## config.mk

```make
export PLATFORM = sky130hd
export DESIGN_NAME = tw_reg_front
export DESIGN_NICKNAME = d
export VERILOG_FILES = /design/src/rtl/tw_pkg.sv /design/src/rtl/tw_cfg_regs.sv /design/src/rtl/tw_xfer_ctl.sv /design/src/rtl/tw_irq_status.sv /design/src/rtl/tw_reg_front.sv
export SDC_FILE = /design/constraint.sdc
export NUM_CORES = 1
export LEC_CHECK = 0
export ABC_AREA = 1
export BUFFER_PORTS_ARGS = -buffer_cell sky130_fd_sc_hd__buf_2
export CORE_MARGIN = 2
export CORE_UTILIZATION = 45
export DETAILED_ROUTE_END_ITERATION = 16
export PLACE_DENSITY = 0.85
export SYNTH_ARGS = -nofsm -noshare
export SYNTH_HDL_FRONTEND = slang
export SYNTH_SLANG_ARGS = --single-unit
```

## constraint.sdc

```tcl
create_clock -name clk -period 2.33 [get_ports clk]
set_clock_uncertainty 0.05 [all_clocks]
set_input_delay 0.233 -clock clk [delete_from_list [all_inputs] [get_ports clk]]
set_output_delay 0.233 -clock clk [all_outputs]
set_load 0.005 [all_outputs]
```

## src/rtl/tw_pkg.sv

```systemverilog
package tw_pkg;

    parameter int BUS_W  = 32;
    parameter int BYTE_W = 8;
    parameter int DIV_W  = 8;
    parameter int DLY_W  = 3;
    parameter int LEN_W  = 3;
    parameter int NSTAT  = 3;
    parameter int NBYTE  = 4;

    // word index = byte address [5:2]
    typedef enum logic [3:0] {
        W_CTRL = 4'd0,
        W_CLK  = 4'd1,
        W_IEN  = 4'd2,
        W_STAT = 4'd3,
        W_ADR0 = 4'd4,
        W_ADR1 = 4'd5,
        W_LEN  = 4'd6,
        W_DAT0 = 4'd7,
        W_DAT1 = 4'd8,
        W_LINE = 4'd9,
        W_MODE = 4'd10
    } word_e;

    // control bits
    localparam int CB_START = 7;
    localparam int CB_ABORT = 6;
    localparam int CB_GIE   = 1;
    localparam int CB_SRST  = 0;

    // status bits
    localparam int SB_DONE  = 0;
    localparam int SB_ERR   = 1;
    localparam int SB_LB    = 2;
    localparam int SB_ID_LO = 8;

    // other field positions
    localparam int CLK_DLY_LO = 8;
    localparam int LEN_RD_BIT = 4;
    localparam int LN_SDA_EN  = 0;
    localparam int LN_SDA_VAL = 1;
    localparam int LN_SCL_EN  = 2;
    localparam int LN_SCL_VAL = 3;
    localparam int LN_SDA_LIV = 4;
    localparam int LN_SCL_LIV = 5;

    // byte register slot that receives read data
    localparam int RX_SLOT = 2;

    typedef struct packed {
        logic [DIV_W-1:0]  div;
        logic [DLY_W-1:0]  dly;
        logic              rd;
        logic [LEN_W-1:0]  len;
        logic [BYTE_W-1:0] adr0;
        logic [BYTE_W-1:0] adr1;
        logic [BYTE_W-1:0] dat0;
        logic [BYTE_W-1:0] dat1;
        logic              sda_en;
        logic              sda_val;
        logic              scl_en;
        logic              scl_val;
        logic [BUS_W-1:0]  mode;
    } cfg_t;

    typedef struct packed {
        logic              lb;
        logic              err;
        logic              fin;
        logic [BYTE_W-1:0] id;
    } evt_t;

    function automatic word_e slot_word(input int slot);
        case (slot)
            0:       return W_ADR0;
            1:       return W_ADR1;
            2:       return W_DAT0;
            default: return W_DAT1;
        endcase
    endfunction

endpackage

```

## src/rtl/tw_cfg_regs.sv

```systemverilog
module tw_cfg_regs
    import tw_pkg::*;
(
    input  logic              clk,
    input  logic              clr,
    input  logic              we,
    input  word_e             wsel,
    input  logic [BUS_W-1:0]  wdata,
    input  logic              rx_load,
    input  logic [BYTE_W-1:0] rx_byte,
    output cfg_t              cfg
);

    logic [DIV_W-1:0]             div_q;
    logic [DLY_W-1:0]             dly_q;
    logic                         rd_q;
    logic [LEN_W-1:0]             len_q;
    logic [3:0]                   line_q;
    logic [BUS_W-1:0]             mode_q;
    logic [NBYTE-1:0][BYTE_W-1:0] bvec;

    always_ff @(posedge clk) begin
        if (clr) begin
            div_q  <= '0;
            dly_q  <= '0;
            rd_q   <= 1'b0;
            len_q  <= '0;
            line_q <= '0;
            mode_q <= '0;
        end else if (we) begin
            case (wsel)
                W_CLK: begin
                    div_q <= wdata[DIV_W-1:0];
                    dly_q <= wdata[CLK_DLY_LO +: DLY_W];
                end
                W_LEN: begin
                    rd_q  <= wdata[LEN_RD_BIT];
                    len_q <= wdata[LEN_W-1:0];
                end
                W_LINE: line_q <= wdata[LN_SCL_VAL:LN_SDA_EN];
                W_MODE: mode_q <= wdata;
                default: ;
            endcase
        end
    end

    for (genvar g = 0; g < NBYTE; g++) begin : g_byte
        localparam word_e MYW = slot_word(g);
        logic [BYTE_W-1:0] q;
        always_ff @(posedge clk) begin
            if (clr) begin
                q <= '0;
            end else if ((g == RX_SLOT) && rx_load) begin
                q <= rx_byte;
            end else if (we && (wsel == MYW)) begin
                q <= wdata[BYTE_W-1:0];
            end
        end
        assign bvec[g] = q;
    end

    always_comb begin
        cfg         = '0;
        cfg.div     = div_q;
        cfg.dly     = dly_q;
        cfg.rd      = rd_q;
        cfg.len     = len_q;
        cfg.adr0    = bvec[0];
        cfg.adr1    = bvec[1];
        cfg.dat0    = bvec[2];
        cfg.dat1    = bvec[3];
        cfg.sda_en  = line_q[LN_SDA_EN];
        cfg.sda_val = line_q[LN_SDA_VAL];
        cfg.scl_en  = line_q[LN_SCL_EN];
        cfg.scl_val = line_q[LN_SCL_VAL];
        cfg.mode    = mode_q;
    end

endmodule

```

## src/rtl/tw_xfer_ctl.sv

```systemverilog
module tw_xfer_ctl
    import tw_pkg::*;
(
    input  logic              clk,
    input  logic              rst,
    input  logic              ctrl_wr,
    input  logic              w_start,
    input  logic              w_abort,
    input  logic              w_gie,
    input  logic              w_srst,
    input  logic              rd_mode,
    input  logic              eng_done,
    input  logic              eng_err,
    input  logic [BYTE_W-1:0] eng_err_id,
    output logic              busy,
    output logic              gie,
    output logic              srst,
    output logic              eng_start,
    output logic              eng_abort,
    output logic              rx_load,
    output evt_t              evt
);

    logic ctl_ok;
    logic fin;

    // a soft-reset request masks the rest of the same write
    assign ctl_ok = ctrl_wr && !w_srst && !srst;
    assign fin    = busy && eng_done && !srst;

    always_ff @(posedge clk) begin
        if (rst) begin
            srst <= 1'b0;
        end else begin
            srst <= ctrl_wr && w_srst && !srst;
        end
    end

    always_ff @(posedge clk) begin
        if (rst || srst) begin
            busy      <= 1'b0;
            gie       <= 1'b0;
            eng_start <= 1'b0;
            eng_abort <= 1'b0;
        end else begin
            eng_start <= 1'b0;
            eng_abort <= 1'b0;
            if (fin) begin
                busy <= 1'b0;
            end
            if (ctl_ok) begin
                gie <= w_gie;
                if (w_start && !busy) begin
                    busy      <= 1'b1;
                    eng_start <= 1'b1;
                end else if (!w_start && w_abort && busy) begin
                    busy      <= 1'b0;
                    eng_abort <= 1'b1;
                end
            end
        end
    end

    always_comb begin
        evt     = '0;
        evt.fin = fin;
        evt.err = fin && eng_err;
        evt.id  = eng_err_id;
        evt.lb  = ctl_ok && w_start && busy;
        rx_load = fin && !eng_err && rd_mode;
    end

endmodule

```

## src/rtl/tw_irq_status.sv

```systemverilog
module tw_irq_status
    import tw_pkg::*;
(
    input  logic              clk,
    input  logic              clr,
    input  logic              stat_wr,
    input  logic              ien_wr,
    input  logic [NSTAT-1:0]  w_bits,
    input  evt_t              evt,
    input  logic              gie,
    output logic [NSTAT-1:0]  stat,
    output logic [NSTAT-1:0]  ien,
    output logic [BYTE_W-1:0] err_id,
    output logic              irq
);

    logic [NSTAT-1:0] set_v;

    always_comb begin
        set_v         = '0;
        set_v[SB_DONE] = evt.fin;
        set_v[SB_ERR]  = evt.err;
        set_v[SB_LB]   = evt.lb;
    end

    for (genvar b = 0; b < NSTAT; b++) begin : g_stat
        always_ff @(posedge clk) begin
            if (clr) begin
                stat[b] <= 1'b0;
            end else if (set_v[b]) begin
                stat[b] <= 1'b1;
            end else if (stat_wr && w_bits[b]) begin
                stat[b] <= 1'b0;
            end
        end
    end

    always_ff @(posedge clk) begin
        if (clr) begin
            err_id <= '0;
        end else if (evt.err) begin
            err_id <= evt.id;
        end else if (stat_wr && w_bits[SB_ERR]) begin
            err_id <= '0;
        end
    end

    always_ff @(posedge clk) begin
        if (clr) begin
            ien <= '0;
        end else if (ien_wr) begin
            ien <= w_bits;
        end
    end

    assign irq = gie && |(stat & ien);

endmodule

```

## src/rtl/tw_reg_front.sv

```systemverilog
module tw_reg_front
    import tw_pkg::*;
#(
    parameter int ADDR_W = 8
) (
    input  logic              clk,
    input  logic              rst,
    input  logic              bus_sel,
    input  logic              bus_we,
    input  logic [ADDR_W-1:0] bus_addr,
    input  logic [31:0]       bus_wdata,
    output logic [31:0]       bus_rdata,
    output logic              irq,
    output logic              eng_start,
    output logic              eng_abort,
    input  logic              eng_done,
    input  logic              eng_err,
    input  logic [7:0]        eng_err_id,
    input  logic [7:0]        eng_rdata,
    output logic [7:0]        eng_clk_div,
    output logic [2:0]        eng_sda_dly,
    output logic              eng_rd,
    output logic [2:0]        eng_len,
    output logic [7:0]        eng_adr0,
    output logic [7:0]        eng_adr1,
    output logic [7:0]        eng_wdata0,
    output logic [7:0]        eng_wdata1,
    output logic [31:0]       eng_mode,
    input  logic              sda_in,
    input  logic              scl_in,
    output logic              sda_ovr_en,
    output logic              sda_ovr_val,
    output logic              scl_ovr_en,
    output logic              scl_ovr_val
);

    localparam int WORD_HI = 5;

    logic              hit;
    logic              wr;
    word_e             wsel;
    logic              busy_w;
    logic              gie_w;
    logic              srst_w;
    logic              clr_w;
    logic              rx_load_w;
    evt_t              evt_w;
    cfg_t              cfg_w;
    logic [NSTAT-1:0]  stat_w;
    logic [NSTAT-1:0]  ien_w;
    logic [BYTE_W-1:0] err_id_w;

    // aligned, inside the 16-word window
    always_comb begin
        hit = (bus_addr[1:0] == 2'b00);
        if (ADDR_W > WORD_HI + 1) begin
            hit = hit && ((bus_addr >> (WORD_HI + 1)) == '0);
        end
    end

    assign wsel  = word_e'(bus_addr[WORD_HI:2]);
    assign wr    = bus_sel && bus_we && hit;
    assign clr_w = rst || srst_w;

    tw_xfer_ctl u_ctl (
        .clk        (clk),
        .rst        (rst),
        .ctrl_wr    (wr && (wsel == W_CTRL)),
        .w_start    (bus_wdata[CB_START]),
        .w_abort    (bus_wdata[CB_ABORT]),
        .w_gie      (bus_wdata[CB_GIE]),
        .w_srst     (bus_wdata[CB_SRST]),
        .rd_mode    (cfg_w.rd),
        .eng_done   (eng_done),
        .eng_err    (eng_err),
        .eng_err_id (eng_err_id),
        .busy       (busy_w),
        .gie        (gie_w),
        .srst       (srst_w),
        .eng_start  (eng_start),
        .eng_abort  (eng_abort),
        .rx_load    (rx_load_w),
        .evt        (evt_w)
    );

    tw_cfg_regs u_cfg (
        .clk     (clk),
        .clr     (clr_w),
        .we      (wr),
        .wsel    (wsel),
        .wdata   (bus_wdata),
        .rx_load (rx_load_w),
        .rx_byte (eng_rdata),
        .cfg     (cfg_w)
    );

    tw_irq_status u_irq (
        .clk     (clk),
        .clr     (clr_w),
        .stat_wr (wr && (wsel == W_STAT)),
        .ien_wr  (wr && (wsel == W_IEN)),
        .w_bits  (bus_wdata[NSTAT-1:0]),
        .evt     (evt_w),
        .gie     (gie_w),
        .stat    (stat_w),
        .ien     (ien_w),
        .err_id  (err_id_w),
        .irq     (irq)
    );

    always_comb begin
        bus_rdata = '0;
        if (hit) begin
            case (wsel)
                W_CTRL: begin
                    bus_rdata[CB_START] = busy_w;
                    bus_rdata[CB_GIE]   = gie_w;
                    bus_rdata[CB_SRST]  = srst_w;
                end
                W_CLK: begin
                    bus_rdata[DIV_W-1:0]           = cfg_w.div;
                    bus_rdata[CLK_DLY_LO +: DLY_W] = cfg_w.dly;
                end
                W_IEN:  bus_rdata[NSTAT-1:0] = ien_w;
                W_STAT: begin
                    bus_rdata[NSTAT-1:0]         = stat_w;
                    bus_rdata[SB_ID_LO +: BYTE_W] = err_id_w;
                end
                W_ADR0: bus_rdata[BYTE_W-1:0] = cfg_w.adr0;
                W_ADR1: bus_rdata[BYTE_W-1:0] = cfg_w.adr1;
                W_LEN: begin
                    bus_rdata[LEN_RD_BIT] = cfg_w.rd;
                    bus_rdata[LEN_W-1:0]  = cfg_w.len;
                end
                W_DAT0: bus_rdata[BYTE_W-1:0] = cfg_w.dat0;
                W_DAT1: bus_rdata[BYTE_W-1:0] = cfg_w.dat1;
                W_LINE: begin
                    bus_rdata[LN_SDA_EN]  = cfg_w.sda_en;
                    bus_rdata[LN_SDA_VAL] = cfg_w.sda_val;
                    bus_rdata[LN_SCL_EN]  = cfg_w.scl_en;
                    bus_rdata[LN_SCL_VAL] = cfg_w.scl_val;
                    bus_rdata[LN_SDA_LIV] = sda_in;
                    bus_rdata[LN_SCL_LIV] = scl_in;
                end
                W_MODE: bus_rdata = cfg_w.mode;
                default: bus_rdata = '0;
            endcase
        end
    end

    assign eng_clk_div = cfg_w.div;
    assign eng_sda_dly = cfg_w.dly;
    assign eng_rd      = cfg_w.rd;
    assign eng_len     = cfg_w.len;
    assign eng_adr0    = cfg_w.adr0;
    assign eng_adr1    = cfg_w.adr1;
    assign eng_wdata0  = cfg_w.dat0;
    assign eng_wdata1  = cfg_w.dat1;
    assign eng_mode    = cfg_w.mode;
    assign sda_ovr_en  = cfg_w.sda_en;
    assign sda_ovr_val = cfg_w.sda_val;
    assign scl_ovr_en  = cfg_w.scl_en;
    assign scl_ovr_val = cfg_w.scl_val;

endmodule

```

==> results of run 1 <==
==> where the power goes <==
| group | switching, mW | internal, mW |
|---|---|---|
| clock | 0.648 | 0.406 |
| combinational | 0.134 | 0.0688 |
| sequential | 0.00166 | 1.74 |
| total | 0.784 | 2.22 |
==> per-layer routing <==
layer | wire (um) | global-route usage [%]
met2 | 7140 | 45.7
met1 | 6470 | 33.9
met4 | 453 | 9.12
met3 | 1460 | 6.74
met5 | 0 | 0
==> state kept, by name, indices dropped and copies added, names as in the netlist <==
register,cells
u_ctl.gie,1
u_cfg.rd_q,1
u_ctl.busy,1
u_ctl.eng_abort,1
u_irq.stat,3
u_cfg.line_q,4
u_ctl.eng_start,1
u_cfg.dly_q,3
u_cfg.g_byte.q,32
u_ctl.srst,1
u_cfg.mode_q,32
u_irq.ien,3
u_cfg.len_q,3
u_irq.err_id,8
u_cfg.div_q,8
==> area by class of cell <==
type	instances	area [um2]
Clock buffer	9	124
Clock inverter	7	58.8
Fill cell	1048	4310
Inverter	37	139
Multi-Input combinational cell	546	2370
Sequential cell	102	2040
Tap cell	136	170
Timing Repair Buffer	194	1020
==> synthesized netlist by cell type <==
master	n	area, um2
nor2_4	5	56.3
nand2_1	151	567
nor2_2	7	43.8
clkbuf_1	14	52.6
buf_1	4	15.0
nor2_1	188	706
nand3_1	53	265
dfxtp_1	102	2040
nand2_4	1	11.3
inv_2	1	3.75
nand3_2	1	10.0
a21oi_1	47	235
nor3_1	3	15.0
o21ai_1	1	5.00
clkinv_1	2	7.51
o21ai_0	86	430
buf_4	5	37.5
nand2_2	2	12.5
buf_2	8	40.0
nor4_1	1	6.26
inv_1	34	128
==> metrics by stage <==
stage | setup WS, ns | instance area, um2
finish | 0.402 | 5920
global route | 0.274 | 5920
CTS | 0.483 | 5920
detailed placement | 0.484 | 5740
global placement | 0.495 | 5740
floorplan | 0.922 | 4690
==> worst register-to-register path: stages, from the launching register on <==
cell and delay (ns):
dfxtp_1 0.36, inv_1 0.10, nor2_1 0.29, nand2_1 0.33, nand2_2 0.26, inv_1 0.16, nor2_1 0.14, nor2_1 0.05
==> kinds of logic (layout without fill, tap and decap cells) <==
logic type,after synthesis,after routing,synth area share (%)
buf+inv,68,247,6.06
simple gates,412,412,36.1
flops,102,102,43.5
compound gates,134,134,14.3
==> path summary, 6_finish.rpt <==
kind / endpoint / from / cells past startpoint / slack (ns)
worst max-delay path: bus_rdata[2] / bus_addr[2] / 8 / 0.40
worst min-delay path: u_ctl.eng_abort / rst / 2 / 0.05
worst max register to register: u_cfg.g_byte[2].q[6] / u_cfg.rd_q / 7 / 0.49
worst min register to register: u_cfg.mode_q[5] / u_cfg.mode_q[5] / 2 / 0.43
==> impl_results.md, run 1 <==
- Share of cells above drive strength 1: 25.4%
- Syn Nets: between 700 and 800
- Startpoint Class: primary input
- Synth Register Bits: 102
- Routed vias/inst: 5.21
- DRC viols: 0
- Final std cells w/o fill: about 1.0k
- Router iterations before antenna repair: 5
- Fin nets: 954
- Die height: 106 um
- Unique masters post-synth: 21
- Worst skew pair latency: 0.37 ns
- Pwr Density: 507 nW/um2
- FP Rows: 37
- Worst path cell trace: buf_2 > nor2_1 > buf_4 > nand3_1 > nand3_1 > nor2_1 > a21oi_1 > buf_2
- Sequential share of the synthesized area: 43.5%
- Most frequent cells in the layout: nor2_1, buf_2, nand2_1, dfxtp_1, o21ai_0
- Total GRT Usage: 27.1%
- Commonest non-fill, non-tap cell in the layout: nor2_1
- Outcome: finished clean
- Hold crit path type: primary input to flip-flop
- F_max: approximately 520 MHz
- CP max stage cell: nor2_1
- CTS Root Cell: clkbuf_8
- H-Tree Depth: 3
- Clock sinks: 102
- Cells after DPL: 1015
- Fin util: ~58%
- Data required, critical path: 2.05 ns
- Post-Synthesis Cells: 716
- GR Overflow Total: 0
- Setup total negative slack: 0 ns
- Maximum number of pins on one net before global-route repair: 70
- Hold slack: 0.0476 ns
- Hold buffers post-CTS: 0
- Ports: roughly 180
- Vias in the first global route: 4764
- Layout Area Growth over Synthesis: 26.2%
- RSZ-0062 raised after global routing: no
- Min Tclk post-route: 1.93 ns
- PostCTS Resize Cnt: 0
- First-pass GRT wire length: about 24000 um
- Initial drt markers: 413
- Vias: 5370
- Drt total wl: 15500 um
- Cell family with most CP delay: simple AND/OR/NAND/NOR gates
- WS Path Type: primary input to primary output
- Hold Vio Cnt, Final: 0
- PortBufs: around 180
- WL/cell: about 15 um
- Slew @ Worst Pin: 0.451 ns
- Dpl hpwl: 11800 um
- Worst VDD drop: 0.000339 V
- Largest fanout on the critical path: 8
- Total chip power: 3.00 mW
- Synth warn: 0
- Crit path buffers/inverters: 3
- Slowest cell delay on critical path: 0.33 ns
- CTS tree: yes
- Final setup violation count: 0
- Num CTS Buffers: 9
- Die footprint: 11300 um2
- Post-CTS Setup Bufs: 0
- Post-Syn Area: roughly 4700 um2
- Slew HR: between 60% and 70%
- Core area: 10200 um2
- Leakage power: 2.95 nW
- Routability Congestion: 1.01
- CP arrival: between 1.5 and 2 ns
- Crit end category: primary output
- Clk slew on worst S/H paths: 0.09 ns
- Max Cap Viol: 0
- Antenna-violating nets left: 0
- Tcrit/Tclk final: between 80 and 90%
- Die width: between 100 and 150 um
- Bufs on Longest Clock Path: 2
- Slew Viols, Final: 0
- Inserted Diodes: 0
- Avg Cell Area, Syn: 6.55 um2
- Initial antenna violation count: 0
- Initial Util: 45.8%
(Power assumes the default switching activity.)
==> inputs of run 2 (changes only) <==
- CORE_UTILIZATION: 45 -> 44
- PLACE_DENSITY: 0.85 -> 0.86
- clock period: 2.33 -> 1.5 ns (I/O delays scaled with it)
==> impl_results.md, run 2 (same netlist as run 1, synthesis figures left out) <==
- Outcome: finished, violations left
- Failing checks: setup timing
- Min Tclk post-route: roughly 1.6 ns
- Bufs on Longest Clock Path: 2 (unchanged)
- Slew HR: 74.5% (+4.6 points)
- Layout Area Growth over Synthesis: 49.0%
- Post-place setup slack: -0.186 ns (-0.670 ns)
- Total chip power: 4.97 mW (+66%)
- Worst skew pair latency: 0.35 ns (-0.02 ns)
- Num CTS Buffers: 9 (unchanged)
- Router iterations before antenna repair: 6 (+1)
- Core area: 10300 um2 (+0.91%)
- Hold Vio Cnt, Final: 0 (unchanged)
- FP Rows: 37 (unchanged)
- Worst path cell trace: clkbuf_4 > nand2_2 > buf_4 > nor2_1 > buf_4 > nand2_1 > a21oi_1 > buf_2
- Initial Util: 45.4% (-0.41 points)
- PortBufs: 181 (unchanged)
- Vias in the first global route: 5266 (+11%)
- Routability Congestion: 0.982 (-3.0%)
- Clock sinks: 102 (unchanged)
- Tcrit/Tclk final: 104%
- First-pass GRT wire length: 25600 um (+6.3%)
- Drt total wl: 17600 um (+14%)
- Leakage power: 3.43 nW (+16%)
- Die footprint: 11500 um2 (+2.2%)
- Final setup violation count: 9 (+9)
- WL/cell: 15.8 um (+4.8%)
- CTS tree: yes
- DRC viols: 0 (unchanged)
- Clk slew on worst S/H paths: 0.10 ns (about the same)
- CP max stage cell: buf_4
- Antenna-violating nets left: 0 (unchanged)
- CP arrival: 1.35 ns (-0.29 ns)
- Routed vias/inst: 5.31 (+2.0%)
- Crit end category: primary output
- Die width: 107 um (+1.1%)
- FILL cells: 841 (-20%)
- Dpl hpwl: 11900 um (+1.2%)
- Pwr Density: 712 nW/um2 (+40%)
- Commonest non-fill, non-tap cell in the layout: buf_2
- Worst VDD drop: 0.000519 V (+53%)
- CTS Root Cell: clkbuf_8
- GR Overflow Total: 0 (unchanged)
- Total GRT Usage: 28.2% (+1.1 points)
- Regs by FF count: u_cfg.g_byte.q (32), u_cfg.mode_q (32)
- H-Tree Depth: 3 (unchanged)
- Most frequent cells in the layout: buf_2, nor2_1, nand2_1, o21ai_0, dfxtp_1
- Maximum number of pins on one net before global-route repair: 56 (-20%)
- Max Cap Viol: 0 (unchanged)
- WS Path Type: primary input to primary output
- Share of cells above drive strength 1: 36.8% (+11 points)
- Startpoint Class: primary input
- Slew @ Worst Pin: 0.382 ns (-0.0695 ns)
- Largest fanout on the critical path: 11 (+3)
- Inserted Diodes: 0 (unchanged)
- F_max: 644 MHz
- Min setup slack post-route: -0.0534 ns (-0.456 ns)
- Initial drt markers: 595 (+44%)
- Ports: 182 (unchanged)
- Hold crit path type: primary input to flip-flop
- Most numerous cell on the critical path: buf_4
- Initial antenna violation count: 0 (unchanged)
- Slew Viols, Final: 0 (unchanged)
- Data required, critical path: 1.30 ns (-0.75 ns)
- RSZ-0062 raised after global routing: yes
- Die height: 107 um (+1.1%)
- Slowest cell delay on critical path: 0.22 ns (-0.11 ns)
- Fin nets: 1041 (+9.1%)
- Vias: 5937 (+11%)
- Fin util: 67.7% (+9.8 points)
-- run 2: final cells by class --
cell class,count,area [um2],area share (%)
multi-input cells,546,2550,36.4
flip-flops and latches,102,2090,29.9
repair buffers,281,1830,26.1
well taps,136,170,2.44
inverters,37,154,2.20
clock buffers,10,128,1.83
clock inverters,6,70.1,1.00
-- run 2: final timing paths --
path                 start  slack [ns]              endpoint  cells past startpoint
max            bus_addr[3]       -0.05         bus_rdata[15]                      8
min reg2reg  u_irq.stat[0]        0.43         u_irq.stat[0]                      2
max reg2reg     u_ctl.busy        0.17  u_cfg.g_byte[2].q[0]                      8
min          bus_wdata[24]        0.02      u_cfg.mode_q[24]                      3
-- run 2: repair_timing --
| item | in CTS | in global routing |
|---|---|---|
| pin swaps | 4 | 23 |
| gates resized for setup | 35 | 85 |
| setup buffers | 4 | 14 |
| setup endpoints to repair | 28 | 34 |
| hold buffers | 31 | 0 |
| endpoints found under the hold margin | 34 | 0 |
-- run 2: routing by layer --
metal / wire length [um] / vias to the layer above / GRT usage, %
met5: 0 / - / 0
met1: 6700 / 2666 / 34.8
met3: 1890 / 53 / 5.84
met2: 8610 / 403 / 48.8
li1: - / 2815 / -
met4: 449 / 0 / 9.55
-- run 2: where the power goes --
part / total (mW) / internal [mW] / switching (mW) / leakage, nW
Combinational: 0.506 / 0.232 / 0.274 / 2.50
Sequential: 2.71 / 2.70 / 0.00243 / 0.840
Clock: 1.76 / 0.782 / 0.980 / 0.0891
Total: 4.97 / 3.72 / 1.26 / 3.43
-- run 2: critical path: cells and delay by family --
kind / cells / cell delay (ns)
buffers and inverters: 4 / 0.68
AO/OA/AOI/OAI: 1 / 0.15
AND/OR/NAND/NOR: 3 / 0.37
-- run 2: through the flow --
stage / hold WS [ns] / setup TNS, ns / std cells / instance area, um2
after floorplan: 0.172 / 0 / 716 / 4690
after global placement: 0.339 / -6.69 / 1053 / 6050
after detailed placement: 0.335 / -9.44 / 1053 / 6050
after CTS: 0.000816 / -0.00128 / 1104 / 6660
after global routing: 0.0236 / -0.592 / 1118 / 6990
final: 0.0214 / -0.244 / 1118 / 6990
